`src/rtl/seq_ctl_pkg.sv`:
```
package seq_ctl_pkg;
  typedef enum logic [2:0] {
    ST_IDLE   = 3'd0,
    ST_RUN    = 3'd1,
    ST_IRETRY = 3'd2,
    ST_IWAIT  = 3'd3,
    ST_DRETRY = 3'd4,
    ST_DWAIT  = 3'd5,
    ST_SWOUT  = 3'd6
  } seq_state_e;
endpackage

```
`src/rtl/req_holder.sv`:
```
module req_holder #(
  parameter int ADDR_W = 32
) (
  input  logic              clk_i,
  input  logic              rst_ni,
  input  logic              issue_i,
  input  logic [ADDR_W-1:0] addr_i,
  input  logic              accept_i,
  input  logic              retry_i,
  output logic              req_o,
  output logic [ADDR_W-1:0] addr_o,
  output logic              held_o,
  output logic              sent_o
);
  logic              held_q;
  logic [ADDR_W-1:0] addr_q;

  assign req_o  = issue_i | (held_q & retry_i);
  assign addr_o = held_q ? addr_q : addr_i;
  assign sent_o = req_o & accept_i;
  assign held_o = held_q;

  always_ff @(posedge clk_i or negedge rst_ni) begin
    if (!rst_ni) begin
      held_q <= 1'b0;
      addr_q <= '0;
    end else if (issue_i && !accept_i) begin
      held_q <= 1'b1;
      addr_q <= addr_i;
    end else if (held_q && retry_i && accept_i) begin
      held_q <= 1'b0;
    end
  end

  a_r3_no_issue_while_held: assert property (@(posedge clk_i) disable iff (!rst_ni)
    issue_i |-> !held_q);
  a_r3_refused_is_kept: assert property (@(posedge clk_i) disable iff (!rst_ni)
    (issue_i && !accept_i) |=> (held_o && addr_o == $past(addr_i)));
endmodule

```
`src/rtl/launch_timer.sv`:
```
module launch_timer #(
  parameter int DLY_W = 8
) (
  input  logic             clk_i,
  input  logic             rst_ni,
  input  logic             arm_i,
  input  logic [DLY_W-1:0] delay_i,
  input  logic             cancel_i,
  output logic             fire_o
);
  logic             armed_q;
  logic [DLY_W-1:0] cnt_q;

  assign fire_o = armed_q && (cnt_q == '0);

  always_ff @(posedge clk_i or negedge rst_ni) begin
    if (!rst_ni) begin
      armed_q <= 1'b0;
      cnt_q   <= '0;
    end else if (cancel_i) begin
      armed_q <= 1'b0;
    end else if (arm_i) begin
      armed_q <= 1'b1;
      cnt_q   <= delay_i;
    end else if (fire_o) begin
      armed_q <= 1'b0;
    end else if (armed_q) begin
      cnt_q <= cnt_q - 1'b1;
    end
  end

  a_r2_fire_once: assert property (@(posedge clk_i) disable iff (!rst_ni)
    (fire_o && !arm_i) |=> !fire_o);
endmodule

```
`src/rtl/fetch_mem_sequencer.sv`:
```
module fetch_mem_sequencer
  import seq_ctl_pkg::*;
#(
  parameter int              ADDR_W   = 32,
  parameter int              DLY_W    = 8,
  parameter int              PC_STEP  = 4,
  parameter logic [ADDR_W-1:0] RESET_PC = 32'h0000_0100,
  parameter logic [ADDR_W-1:0] FAULT_PC = 32'h0000_0800
) (
  input  logic              clk_i,
  input  logic              rst_ni,
  input  logic              activate_i,
  input  logic [DLY_W-1:0]  delay_i,
  input  logic              suspend_i,
  input  logic              switch_out_i,
  input  logic              drain_req_i,
  input  logic              fetch_fault_i,
  output logic              if_req_o,
  output logic [ADDR_W-1:0] if_addr_o,
  input  logic              if_accept_i,
  input  logic              if_retry_i,
  input  logic              if_rsp_i,
  input  logic              is_memref_i,
  input  logic              is_prefetch_i,
  input  logic              sc_fail_i,
  input  logic [ADDR_W-1:0] dmem_addr_i,
  output logic              d_req_o,
  output logic [ADDR_W-1:0] d_addr_o,
  input  logic              d_accept_i,
  input  logic              d_retry_i,
  input  logic              d_rsp_i,
  output logic [2:0]        state_o,
  output logic [ADDR_W-1:0] pc_o,
  output logic              exec_done_o,
  output logic              drain_ack_o,
  output logic              draining_o,
  output logic              proto_err_o
);
  localparam logic [ADDR_W-1:0] STEP = ADDR_W'(PC_STEP);

  seq_state_e        state_q, state_d;
  logic [ADDR_W-1:0] pc_q, daddr_q;
  logic ipend_q, dpend_q, draining_q, done_q, ack_q, err_q;

  logic run_free, sus_ok, sw_ok, act_ok, fire;
  logic want_fetch, issue_if, issue_d;
  logic i_sent, i_held, d_sent, d_held;
  logic quiet, drain_now, drain_defer, drain_eff;
  logic i_rsp_ok, d_rsp_ok, needs_data, bad_strobe;

  assign run_free   = (state_q == ST_RUN) && !dpend_q;
  assign sus_ok     = suspend_i && run_free;
  assign sw_ok      = switch_out_i && (run_free || state_q == ST_IDLE);
  assign act_ok     = activate_i && (state_q == ST_IDLE);
  assign want_fetch = run_free && (ipend_q || fire) && !sus_ok && !sw_ok;
  assign issue_if   = want_fetch && !fetch_fault_i;
  assign issue_d    = (state_q == ST_RUN) && dpend_q;

  assign quiet       = state_q inside {ST_IDLE, ST_RUN, ST_SWOUT};
  assign drain_now   = drain_req_i && !draining_q && quiet;
  assign drain_defer = drain_req_i && !draining_q && !quiet;
  assign drain_eff   = draining_q || drain_defer;
  assign i_rsp_ok    = if_rsp_i && (state_q == ST_IWAIT);
  assign d_rsp_ok    = d_rsp_i && (state_q == ST_DWAIT);
  assign needs_data  = is_memref_i && !is_prefetch_i && !sc_fail_i;

  assign bad_strobe = (if_retry_i && state_q != ST_IRETRY)
                    | (d_retry_i && state_q != ST_DRETRY)
                    | (if_rsp_i && state_q != ST_IWAIT)
                    | (d_rsp_i && state_q != ST_DWAIT)
                    | (suspend_i && !run_free)
                    | (switch_out_i && !(run_free || state_q == ST_IDLE))
                    | (activate_i && state_q != ST_IDLE)
                    | (drain_req_i && draining_q);

  launch_timer #(.DLY_W(DLY_W)) i_timer (
    .clk_i    (clk_i),
    .rst_ni   (rst_ni),
    .arm_i    (act_ok),
    .delay_i  (delay_i),
    .cancel_i (sus_ok | sw_ok),
    .fire_o   (fire)
  );

  req_holder #(.ADDR_W(ADDR_W)) i_ifetch (
    .clk_i    (clk_i),
    .rst_ni   (rst_ni),
    .issue_i  (issue_if),
    .addr_i   (pc_q),
    .accept_i (if_accept_i),
    .retry_i  (if_retry_i && state_q == ST_IRETRY),
    .req_o    (if_req_o),
    .addr_o   (if_addr_o),
    .held_o   (i_held),
    .sent_o   (i_sent)
  );

  req_holder #(.ADDR_W(ADDR_W)) i_dacc (
    .clk_i    (clk_i),
    .rst_ni   (rst_ni),
    .issue_i  (issue_d),
    .addr_i   (daddr_q),
    .accept_i (d_accept_i),
    .retry_i  (d_retry_i && state_q == ST_DRETRY),
    .req_o    (d_req_o),
    .addr_o   (d_addr_o),
    .held_o   (d_held),
    .sent_o   (d_sent)
  );

  always_comb begin
    state_d = state_q;
    unique case (state_q)
      ST_IDLE: begin
        if (sw_ok)       state_d = ST_SWOUT;
        else if (act_ok) state_d = ST_RUN;
      end
      ST_RUN: begin
        if (sus_ok)         state_d = ST_IDLE;
        else if (sw_ok)     state_d = ST_SWOUT;
        else if (issue_if)  state_d = i_sent ? ST_IWAIT : ST_IRETRY;
        else if (issue_d)   state_d = d_sent ? ST_DWAIT : ST_DRETRY;
      end
      ST_IRETRY: if (i_sent)   state_d = ST_IWAIT;
      ST_DRETRY: if (d_sent)   state_d = ST_DWAIT;
      ST_IWAIT:  if (i_rsp_ok) state_d = ST_RUN;
      ST_DWAIT:  if (d_rsp_ok) state_d = ST_RUN;
      ST_SWOUT:  state_d = ST_SWOUT;
      default:   state_d = ST_IDLE;
    endcase
  end

  always_ff @(posedge clk_i or negedge rst_ni) begin
    if (!rst_ni) begin
      state_q    <= ST_IDLE;
      pc_q       <= RESET_PC;
      daddr_q    <= '0;
      ipend_q    <= 1'b0;
      dpend_q    <= 1'b0;
      draining_q <= 1'b0;
      done_q     <= 1'b0;
      ack_q      <= 1'b0;
      err_q      <= 1'b0;
    end else begin
      state_q <= state_d;
      done_q  <= 1'b0;
      ack_q   <= 1'b0;
      if (bad_strobe) err_q <= 1'b1;

      if (issue_if)        ipend_q <= 1'b0;
      else if (want_fetch) ipend_q <= 1'b1;
      if (want_fetch && fetch_fault_i) pc_q <= FAULT_PC;
      if (sus_ok || sw_ok) ipend_q <= 1'b0;
      if (issue_d)         dpend_q <= 1'b0;

      if (drain_now)   ack_q <= 1'b1;
      if (drain_defer) draining_q <= 1'b1;

      if (i_rsp_ok) begin
        if (drain_eff) begin
          draining_q <= 1'b0;
          ack_q      <= 1'b1;
        end else if (needs_data) begin
          dpend_q <= 1'b1;
          daddr_q <= dmem_addr_i;
        end else begin
          done_q  <= 1'b1;
          pc_q    <= pc_q + STEP;
          ipend_q <= 1'b1;
        end
      end

      if (d_rsp_ok) begin
        done_q <= 1'b1;
        pc_q   <= pc_q + STEP;
        if (drain_eff) begin
          draining_q <= 1'b0;
          ack_q      <= 1'b1;
        end else begin
          ipend_q <= 1'b1;
        end
      end
    end
  end

  assign state_o     = state_q;
  assign pc_o        = pc_q;
  assign exec_done_o = done_q;
  assign drain_ack_o = ack_q;
  assign draining_o  = draining_q;
  assign proto_err_o = err_q;

  a_r3_iretry_iff_held: assert property (@(posedge clk_i) disable iff (!rst_ni)
    (state_q == ST_IRETRY) == i_held);
  a_r3_dretry_iff_held: assert property (@(posedge clk_i) disable iff (!rst_ni)
    (state_q == ST_DRETRY) == d_held);
  a_r5_one_port_at_a_time: assert property (@(posedge clk_i) disable iff (!rst_ni)
    !(if_req_o && d_req_o));
  a_r9_no_fetch_after_drain: assert property (@(posedge clk_i) disable iff (!rst_ni)
    (i_rsp_ok && drain_eff) |=> !if_req_o);
  a_r11_switched_quiet: assert property (@(posedge clk_i) disable iff (!rst_ni)
    (state_q == ST_SWOUT) |-> (!if_req_o && !d_req_o));
  a_r12_err_sticky: assert property (@(posedge clk_i) disable iff (!rst_ni)
    proto_err_o |=> proto_err_o);
endmodule

```
`config.mk`:
```
export PLATFORM = sky130hd
export DESIGN_NAME = fetch_mem_sequencer
export DESIGN_NICKNAME = d
export VERILOG_FILES = /design/src/rtl/seq_ctl_pkg.sv /design/src/rtl/req_holder.sv /design/src/rtl/launch_timer.sv /design/src/rtl/fetch_mem_sequencer.sv
export SDC_FILE = /design/constraint.sdc
export NUM_CORES = 1
export LEC_CHECK = 0
export BUFFER_PORTS_ARGS = -buffer_cell sky130_fd_sc_hd__buf_4
export CORE_ASPECT_RATIO = 0.8
export CORE_MARGIN = 10
export CORE_UTILIZATION = 50
export DETAILED_ROUTE_END_ITERATION = 10
export PLACE_DENSITY = 0.84
export SYNTH_ARGS = -nofsm -noshare
export SYNTH_HDL_FRONTEND = slang
export SYNTH_SLANG_ARGS = --single-unit
```
`constraint.sdc`:
```
create_clock -name clk_i -period 2.1 [get_ports clk_i]
set_input_delay 0.315 -clock clk_i [delete_from_list [all_inputs] [get_ports clk_i]]
set_output_delay 0.315 -clock clk_i [all_outputs]
set_load 0.01 [all_outputs]
```
==> results.py, run 1 <==
metrics = {
    "cells_and_area": {
        "final_util_pct": 70.41,
        "layout-drive-gt1-share_pct": 53.36,
        "multi_input_area_sq_um": 3740,
        "seq_area_sq_um": 3707,
        "n_antenna_cell": 0,
        "stdcell_area_sq_um": 10170,
        "nFillCells": 946,
        "nets": 893,
        "syn_to_final_growth_pct": 36.86,
    },
    "critical_path": {
        "crit_start": "i_timer.cnt_q[0]",
        "timing.rr.start": "i_timer.cnt_q[3]",
        "required_ns": 1.78,
        "r2r-end": "i_ifetch.addr_q[31]",
        "r2r_slack_ns": -0.05,
        "worstSetupPathType": "reg -> out",
        "r2r_cells": 9,
        "cp-endpoint": "if_req_o",
        "end_kind": "output pin",
        "critPathLaunchType": "register",
        "cpMaxStageDelayCell": "dfrtp_1",
        "cp.arrival_ns": 1.94,
        "crit_fanout": 2,
        "slowest_delay_ns": 0.39,
        "crit_path_cell_trace": "inv_2 > ha_4 > and2_4 > a31o_4 > nor3b_4 > a31o_2 > buf_6",
    },
    "hold_path": {
        "min_path_type": "in -> reg",
        "whs_path_depth": 2,
    },
    "power_and_ir_drop": {
        "p_switching_mw": 3.051,
        "peakVddDrop_v": 0.0007049,
        "clock_power_share_pct": 30.3,
        "comb_power_share_pct": 32.4,
        "intPower_mw": 6.420,
        "power_density_nw_per_um2": 931.3,
        "p_leak_nw": 5.093,
        "seqPwrFrac_pct": 37.3,
        "switching_share_pct": 32.21,
    },
    "yosys": {
        "ys_seq_area_share_pct": 49.86,
        "ys_types": 62,
        "synth_warnings": 0,
        "syn_avg_cell_area_sq_um": 12.12,
        "syn-cell-area_sq_um": 7431,
        "synthArstFlopShare_pct": 100.0,
        "ys_ff_latch": 148,
        "synth_flop_cell": "dfrtp_1",
        "syn_nets": 672,
        "syn_inst": 613,
        "synth_edf_count": 0,
    },
    "timing": {
        "fin_crit_ns": 2.254,
        "fin_ws_ns": -0.1537,
        "fin_crit_sh_pct": 107.3,
        "fin_skew_ns": 0.01146,
        "slew_viol_final": 0,
        "setup_viol": 33,
        "rsz0062_at_grt": "yes",
        "clock.fmax_ghz": 0.4437,
        "hold_violations": 0,
        "worst_slew_pin_slew_ns": 0.7850,
        "whs_ns": 0.1179,
        "tns_ns": -1.097,
        "slew_headroom_pct": 47.55,
    },
    "drt": {
        "drc": 0,
        "num_vias": 5956,
        "drt-total-wl_um": 21110,
        "firstDrtPassIters": 5,
        "drt_iter0_drc": 389,
        "wl_per_cell_um": 20.48,
        "vias_per_cell": 5.777,
        "ant_nets": 0,
    },
    "die": {
        "dieArea_sq_um": 20170,
        "initial_core_util_pct": 51.45,
        "die_w_um": 156.3,
        "core_region_area_sq_um": 14440,
        "io_pins": 161,
        "rows": 39,
        "dieHeight_um": 129.0,
    },
    "clocking": {
        "clkSlewWorstSetupHoldPaths_ns": 0.06,
        "cts.sinks": 148,
        "cts-root-buf": "clkbuf_16",
        "cts_tree": "yes",
        "clkLatencyLatePin_ns": 0.43,
        "cts_max_path_buffers": 2,
        "cts_max_level": 4,
        "numCtsBuffers": 17,
    },
    "placed_design": {
        "place_hpwl_um": 14270,
        "dpl-instance-area_sq_um": 9166,
        "portBuffers": 160,
        "place_congestion": 0.9701,
        "dp_slack_ns": 0.05803,
    },
    "outcome": {
        "violations": "negative setup slack",
        "status": "finished with violations",
    },
    "global_routing": {
        "grt_usage_pct": 19.37,
        "grt_start_max_net_pins": 50,
        "grt_first_pass_wirelength_um": 31540,
        "grt_pass1_vias": 6149,
        "antenna_found_initial": 0,
        "grt_overflow": 0,
    },
    "run": {
        "drv_cap": 0,
    },
}
cell usage after synthesis (2+ instances only):
cell	number	area, sq um
buf_4	3	22.52
nand4_1	10	62.56
inv_1	10	37.54
a22oi_1	2	15.01
and3_1	7	43.79
mux2_2	128	1441
o21ai_0	21	105.1
nand2b_1	2	12.51
a2111oi_0	2	17.52
buf_1	5	18.77
clkbuf_1	12	45.04
nor4b_2	2	30.03
nor3_1	11	55.05
a32oi_1	2	17.52
nor2b_1	5	31.28
dfrtp_1	147	3679
buf_2	6	30.03
xor2_1	7	61.31
mux2_4	29	435.4
a31o_2	3	26.28
mux2i_1	12	120.1
o211ai_1	12	90.09
nand3_1	15	75.07
a21o_1	2	15.01
nor4_1	2	12.51
nor2_1	31	116.4
a21oi_1	19	95.09
and2_1	6	37.54
nor3b_1	3	22.52
o22ai_1	3	18.77
ha_1	3	37.54
o31ai_1	10	75.07
buf_6	5	56.30
a31oi_1	3	18.77
o2111ai_1	4	35.03
nand2_1	42	157.7
or2_2	2	12.51
metal layers:
layer  wire length, um  share of wire [%]  vias up  GRT usage, %
met5                 0                  0        -             0
met4               416                2.0        0         6.981
met3              1699                8.0       39         6.515
met2             10200                 48      252         31.78
met1              8792                 42     2961         23.50
li1                  -                  -     2704             -
power groups by stage:
stage | logic, mW | registers, mW | clock network [mW]
final | 3.07 | 3.54 | 2.87
after global routing | 3.31 | 3.58 | 3.03
after CTS | 2.90 | 3.52 | 2.91
after detailed placement | 2.75 | 3.55 | 0
after global placement | 2.67 | 3.51 | 0
after floorplan | 1.51 | 3.54 | 0
critical path: cells and delay by family, from the launching register on:
family / cells / cell delay, ns
buf+inv: 2 / 0.19
simple gates: 2 / 0.31
fa+ha+maj: 1 / 0.16
compound gates: 2 / 0.47
flops: 1 / 0.39
repair_timing:
| action | in CTS | in global routing |
|---|---|---|
| buffers inserted | 5 | 10 |
| pin swaps | 4 | 2 |
| resized for setup | 13 | 51 |
| hold buffers | 1 | 0 |
| gates cloned | 0 | 4 |
| hold endpoints to repair | 41 | 0 |
| setup endpoints to repair | 1 | 37 |
cell usage in the layout (no fill, tap or decap), drive strengths merged, types with 13 or more instances in the layout:
master / netlist / layout
a21oi: 19 / 19
buf: 19 / 230
clkbuf: 12 / 22
dfrtp: 147 / 147
mux2: 158 / 158
nand2: 42 / 42
nand3: 15 / 15
nor2: 32 / 32
o211ai: 13 / 13
o21ai: 22 / 22
layout make-up:
class,count,share of cell area [%]
clock buffer,20,4.392
clock inverter,12,1.058
multi-input combinational,423,36.77
inverter,11,0.4306
sequential,148,36.45
timing repair buffer,233,18.63
tap,184,2.264
sequential cells by signal (all words and copies together), names as in the netlist:
name / count
exec_done_o: 1
dpend_q: 1
drain_ack_o: 1
i_ifetch.held_o: 1
i_ifetch.addr_q: 32
daddr_q: 32
ipend_q: 1
i_dacc.addr_q: 32
i_timer.cnt_q: 8
i_dacc.held_o: 1
draining_o: 1
state_o: 3
pc_o: 32
proto_err_o: 1
i_timer.armed_q: 1
stage by stage:
stage | instances | total power, mW
after floorplan | 613 | 5.047
after global placement | 979 | 6.177
after detailed placement | 979 | 6.302
after CTS | 1017 | 9.326
after global routing | 1031 | 9.918
final | 1031 | 9.471
worst min-delay path by stage:
stage,from,endpoint,slack (ns)
CTS,dmem_addr_i[26],daddr_q[26],0.10
detailed placement,rst_ni,i_timer.armed_q,0.28
global placement,rst_ni,i_timer.armed_q,0.27
finish,dmem_addr_i[26],daddr_q[26],0.12
floorplan,rst_ni,daddr_q[0],0.02
global route,dmem_addr_i[29],daddr_q[29],0.11
cell families after synthesis:
logic type,synth area share [%]
muxes,27.02
AOI/OAI and AO/OA,8.099
and+or+nand+nor,10.66
buffers and inverters,2.913
xor gates and xnor gates,0.9430
adders and majority gates,0.5052
DFF,49.86
(Power assumes the default switching activity.)
==> run 2, diff against run 1 <==
Settings changed: CORE_ASPECT_RATIO 0.8 to 2.
==> run 2 against run 1 <==
  * The flow still finishes with violations (negative setup slack)
  * Register-to-register slack improved by 0.03 ns
  * Worst setup slack improved by 0.031 ns
  * Die area increased by 1.3%
  * Combinational power increased by 1%
  * Fmax increased by 1.4%
==> results.py, run 2 (synthesis results as in run 1) <==
metrics = {
    "clocking": {
        "clkSlewWorstSetupHoldPaths_ns": 0.07,
        "cts_max_path_buffers": 2,
        "cts_max_level": 4,
        "clkLatencyLatePin_ns": 0.42,
        "cts-root-buf": "clkbuf_16",
        "numCtsBuffers": 17,
        "cts.sinks": 148,
        "cts_tree": "yes",
    },
    "timing": {
        "fin_ws_ns": -0.1231,
        "fin_crit_ns": 2.223,
        "whs_ns": 0.1159,
        "rsz0062_at_grt": "yes",
        "fin_skew_ns": 0.01078,
        "slew_headroom_pct": 67.42,
        "hold_violations": 0,
        "slew_viol_final": 0,
        "fin_crit_sh_pct": 105.9,
        "clock.fmax_ghz": 0.4498,
        "worst_slew_pin_slew_ns": 0.4876,
        "setup_viol": 18,
        "tns_ns": -0.2810,
    },
    "cells_and_area": {
        "seq_area_sq_um": 3709,
        "nets": 895,
        "final_common_cell": "buf_4",
        "syn_to_final_growth_pct": 36.10,
        "layout-drive-gt1-share_pct": 53.24,
        "nFillCells": 1060,
        "n_antenna_cell": 0,
        "final_cell_mix": "buf_4, dfrtp_1, mux2_2",
        "final_util_pct": 68.61,
        "multi_input_area_sq_um": 3631,
    },
    "die": {
        "dieArea_sq_um": 20430,
        "dieHeight_um": 192.4,
        "die_w_um": 106.2,
        "rows": 63,
        "initial_core_util_pct": 50.41,
        "io_pins": 161,
        "core_region_area_sq_um": 14740,
    },
    "global_routing": {
        "grt_start_max_net_pins": 47,
        "grt_pass1_vias": 6232,
        "antenna_found_initial": 0,
        "grt_overflow": 0,
        "grt_usage_pct": 19.07,
        "grt_first_pass_wirelength_um": 31380,
    },
    "power_and_ir_drop": {
        "power_density_nw_per_um2": 944.5,
        "p_leak_nw": 5.084,
        "peakVddDrop_v": 0.0006406,
    },
    "placed_design": {
        "dp_slack_ns": -0.02509,
        "place_congestion": 0.8858,
        "portBuffers": 160,
        "place_hpwl_um": 14340,
    },
    "critical_path": {
        "required_ns": 1.78,
        "critPathLaunchType": "register",
        "r2r_slack_ns": -0.02,
        "cp.arrival_ns": 1.91,
        "r2r_cells": 8,
        "worstSetupPathType": "reg -> out",
        "end_kind": "output pin",
        "crit_fanout": 2,
    },
    "drt": {
        "drc": 0,
        "drt_iter0_drc": 229,
        "vias_per_cell": 5.575,
        "num_vias": 5820,
        "drt-total-wl_um": 20070,
        "wl_per_cell_um": 19.23,
        "firstDrtPassIters": 5,
        "ant_nets": 0,
    },
    "hold_path": {
        "whs_path_depth": 2,
        "min_path_type": "in -> reg",
    },
    "outcome": {
        "violations": "negative setup slack",
        "status": "finished with violations",
    },
    "run": {
        "drv_cap": 0,
    },
}
[run 2: cell count changes in the layout (fill, tap and decap cells not counted), moves of 2 or more]
cell      change
buf_4         +4
mux2_4       -25
inv_6         +2
mux2_2       +24
clkinv_2      -3
buf_6         -2
[run 2: worst paths after layout]
kind | from | end
hold / removal | d_accept_i | i_dacc.held_o
hold reg to reg | i_ifetch.addr_q[6] | i_ifetch.addr_q[6]
setup reg to reg | i_timer.cnt_q[3] | i_ifetch.addr_q[8]
max in group asynchronous | rst_ni | pc_o[1]
min in group asynchronous | rst_ni | daddr_q[4]
setup / recovery | dpend_q | if_req_o
[run 2: report_power, final]
group	internal, mW	switching [mW]	total [mW]	leakage [nW]
registers	3.21	0.316	3.53	2.01
logic	1.61	1.50	3.11	2.81
clock network	1.68	1.24	2.92	0.267
total	6.50	3.05	9.55	5.08
[run 2: metal layers]
layer  wire length (um)  GRT usage (%)  up-vias
met5                  0              0        -
met4                594          9.267        0
met3               1498          6.890       33
met2              10920          34.49      207
met1               7055          18.67     2880
li1                   -              -     2700
[run 2: area by class of cell]
type                            instances  area share, %
Inverter                               11         0.4330
Multi-Input combinational cell        423          35.90
Clock buffer                           19          4.380
Clock inverter                         13          1.250
Tap cell                              195          2.412
Sequential cell                       148          36.67
Timing Repair Buffer                  235          18.95
[run 2: worst max-delay path, cell delays in order (launching register included)]
cell	delay [ns]
dfrtp_1	0.40
nor4b_4	0.34
buf_4	0.19
nand2_4	0.06
nor3b_4	0.22
a31o_2	0.16
buf_6	0.11
[run 2: what timing repair did]
action	4_1_cts	5_1_grt
cloned	0	3
endpoints found under the hold margin	42	0
buffers inserted	7	12
resized for setup	13	18
setup endpoints to repair	33	46
hold buffers	1	0
pin swaps	5	7
[run 2: stage by stage]
step	power, mW	instances	area [sq um]
6_report	9.552	1044	10110
3_5_place_dp	6.334	989	9198
3_3_place_gp	6.238	989	9198
5_1_grt	10.04	1044	10110
2_1_floorplan	5.047	613	7431
4_1_cts	9.446	1029	9881
==> run 3, diff against run 2 <==
Settings changed: CORE_MARGIN 10 to 1.5, GPL_TIMING_DRIVEN set to 0.
Clock period 2.1 ns to 1.98 ns, I/O delays scaled along.
==> run 3 against run 2 <==
  * The flow still finishes with violations (negative setup slack)
  * Critical path type is now reg -> reg
  * Register-to-register slack worse by 0.36 ns
  * Worst hold slack worse by 0.0049 ns
  * Non-clock buffer count rose by 8
==> results.py, run 3 (synthesis results as in run 1) <==
metrics = {
    "critical_path": {
        "critPathLaunchType": "register",
        "required_ns": 2.25,
        "end_kind": "register",
        "worstSetupPathType": "reg -> reg",
        "r2r-end": "pc_o[30]",
        "cpLargestDelayFamily": "simple AND/OR/NAND/NOR gates",
        "slowest_delay_ns": 0.62,
        "timing.critical_path.mode_cell": "o211ai_1",
        "cp.arrival_ns": 2.63,
        "crit_path_cell_trace": "nand4_1 > nor3_2 > o211ai_1 > o211ai_1 > o31ai_1",
        "crit_fanout": 8,
        "crit_buf_inv": 0,
        "timing.rr.start": "pc_o[8]",
        "r2r_cells": 5,
        "r2r_slack_ns": -0.38,
        "cpMaxStageDelayCell": "dfstp_2",
        "crit_cells": 5,
    },
    "cells_and_area": {
        "layout-drive-gt1-share_pct": 56.83,
        "seq_area_sq_um": 3717,
        "final_util_pct": 73.17,
        "final_common_cell": "buf_4",
        "syn_to_final_growth_pct": 42.08,
        "multi_input_area_sq_um": 3889,
        "n_antenna_cell": 0,
        "stdcell_area_sq_um": 10560,
        "nFillCells": 990,
        "nets": 903,
        "final_cell_mix": "buf_4, dfrtp_1, mux2_2",
    },
    "clocking": {
        "cts_max_path_buffers": 2,
        "clkSlewWorstSetupHoldPaths_ns": 0.07,
        "clkLatencyLatePin_ns": 0.41,
        "cts-root-buf": "clkbuf_16",
        "numCtsBuffers": 17,
        "cts_tree": "yes",
        "cts.sinks": 148,
        "cts_max_level": 4,
    },
    "die": {
        "initial_core_util_pct": 51.50,
        "dieArea_sq_um": 15650,
        "rows": 62,
        "die_w_um": 89.20,
        "dieHeight_um": 175.4,
        "io_pins": 161,
        "core_region_area_sq_um": 14430,
    },
    "power_and_ir_drop": {
        "p_total_mw": 10.17,
        "p_leak_nw": 5.237,
        "power_density_nw_per_um2": 963.4,
        "peakVddDrop_v": 0.0007701,
    },
    "timing": {
        "fin_skew_ns": 0.01216,
        "fin_crit_ns": 2.357,
        "worst_slew_pin_slew_ns": 0.9028,
        "clock.fmax_ghz": 0.4242,
        "slew_headroom_pct": 39.68,
        "setup_viol": 100,
        "whs_ns": 0.1110,
        "rsz0062_at_grt": "yes",
        "fin_crit_sh_pct": 119.1,
        "fin_ws_ns": -0.3773,
        "slew_viol_final": 0,
        "hold_violations": 0,
    },
    "drt": {
        "ant_nets": 0,
        "drt_iter0_drc": 466,
        "drt-total-wl_um": 22400,
        "wl_per_cell_um": 21.36,
        "vias_per_cell": 5.888,
        "drc": 0,
        "firstDrtPassIters": 6,
        "num_vias": 6176,
    },
    "hold_path": {
        "hold_end": "daddr_q[27]",
        "min_path_type": "in -> reg",
        "hp-start": "dmem_addr_i[27]",
        "whs_path_depth": 2,
    },
    "global_routing": {
        "grt_pass1_vias": 6226,
        "grt_busiest_layer": "met2",
        "grt_use_met1_pct": 26.69,
        "grt_overflow": 0,
        "grt_first_pass_wirelength_um": 31430,
        "grt_usage_pct": 26.43,
        "grt_use_met3_pct": 6.203,
        "grtUsageMet2_pct": 48.25,
        "grt_start_max_net_pins": 100,
        "antenna_found_initial": 0,
    },
    "outcome": {
        "status": "finished with violations",
        "violations": "negative setup slack",
    },
    "placed_design": {
        "dpl-instance-area_sq_um": 8954,
        "place_hpwl_um": 13500,
        "place_congestion": 0.9066,
        "dp_slack_ns": -0.4402,
        "portBuffers": 160,
    },
    "run": {
        "drv_cap": 0,
    },
}
[run 3: repair_timing]
| item | in CTS | in global routing |
|---|---|---|
| setup endpoints to repair | 162 | 132 |
| hold buffers | 1 | 0 |
| hold endpoints to repair | 49 | 0 |
| pin swaps | 9 | 22 |
| gates cloned | 5 | 0 |
| setup buffers | 29 | 21 |
| resized for setup | 84 | 90 |
[run 3: how the worst max path moves through the flow]
| stage | slack [ns] | start | endpoint |
|---|---|---|---|
| 6_report | -0.38 | pc_o[8] | pc_o[30] |
| 5_1_grt | -0.38 | pc_o[8] | pc_o[30] |
| 4_1_cts | -0.21 | i_timer.cnt_q[0] | if_req_o |
| 3_5_place_dp | -0.44 | state_o[2] | i_timer.cnt_q[1] |
| 3_3_place_gp | -0.42 | state_o[2] | i_timer.cnt_q[1] |
| 2_1_floorplan | -0.02 | state_o[0] | i_dacc.addr_q[0] |
[run 3: cell type report]
class | instances | area share (%)
Multi-Input combinational cell | 423 | 36.83
Sequential cell | 148 | 35.21
Timing Repair Buffer | 215 | 16.96
Clock buffer | 20 | 4.231
Buffer | 28 | 3.058
Tap cell | 192 | 2.275
Clock inverter | 12 | 1.019
Inverter | 11 | 0.4148
[run 3: layer usage]
layer,share of wire (%),wire (um)
met5,0,0
met4,5.3,1185
met3,7.7,1731
met2,54,12050
met1,33,7437
[run 3: power by group]
group	internal [mW]	switching (mW)	total [mW]
sequential	3.41	0.427	3.83
clock	1.77	1.30	3.06
combinational	1.71	1.57	3.27
total	6.88	3.29	10.2
[run 3: stage by stage]
step | TNS (ns) | instances
finish | -13.82 | 1049
global route | -20.21 | 1049
CTS | -7.267 | 1031
detailed placement | -20.52 | 966
global placement | -30.40 | 965
floorplan | -0.5416 | 613
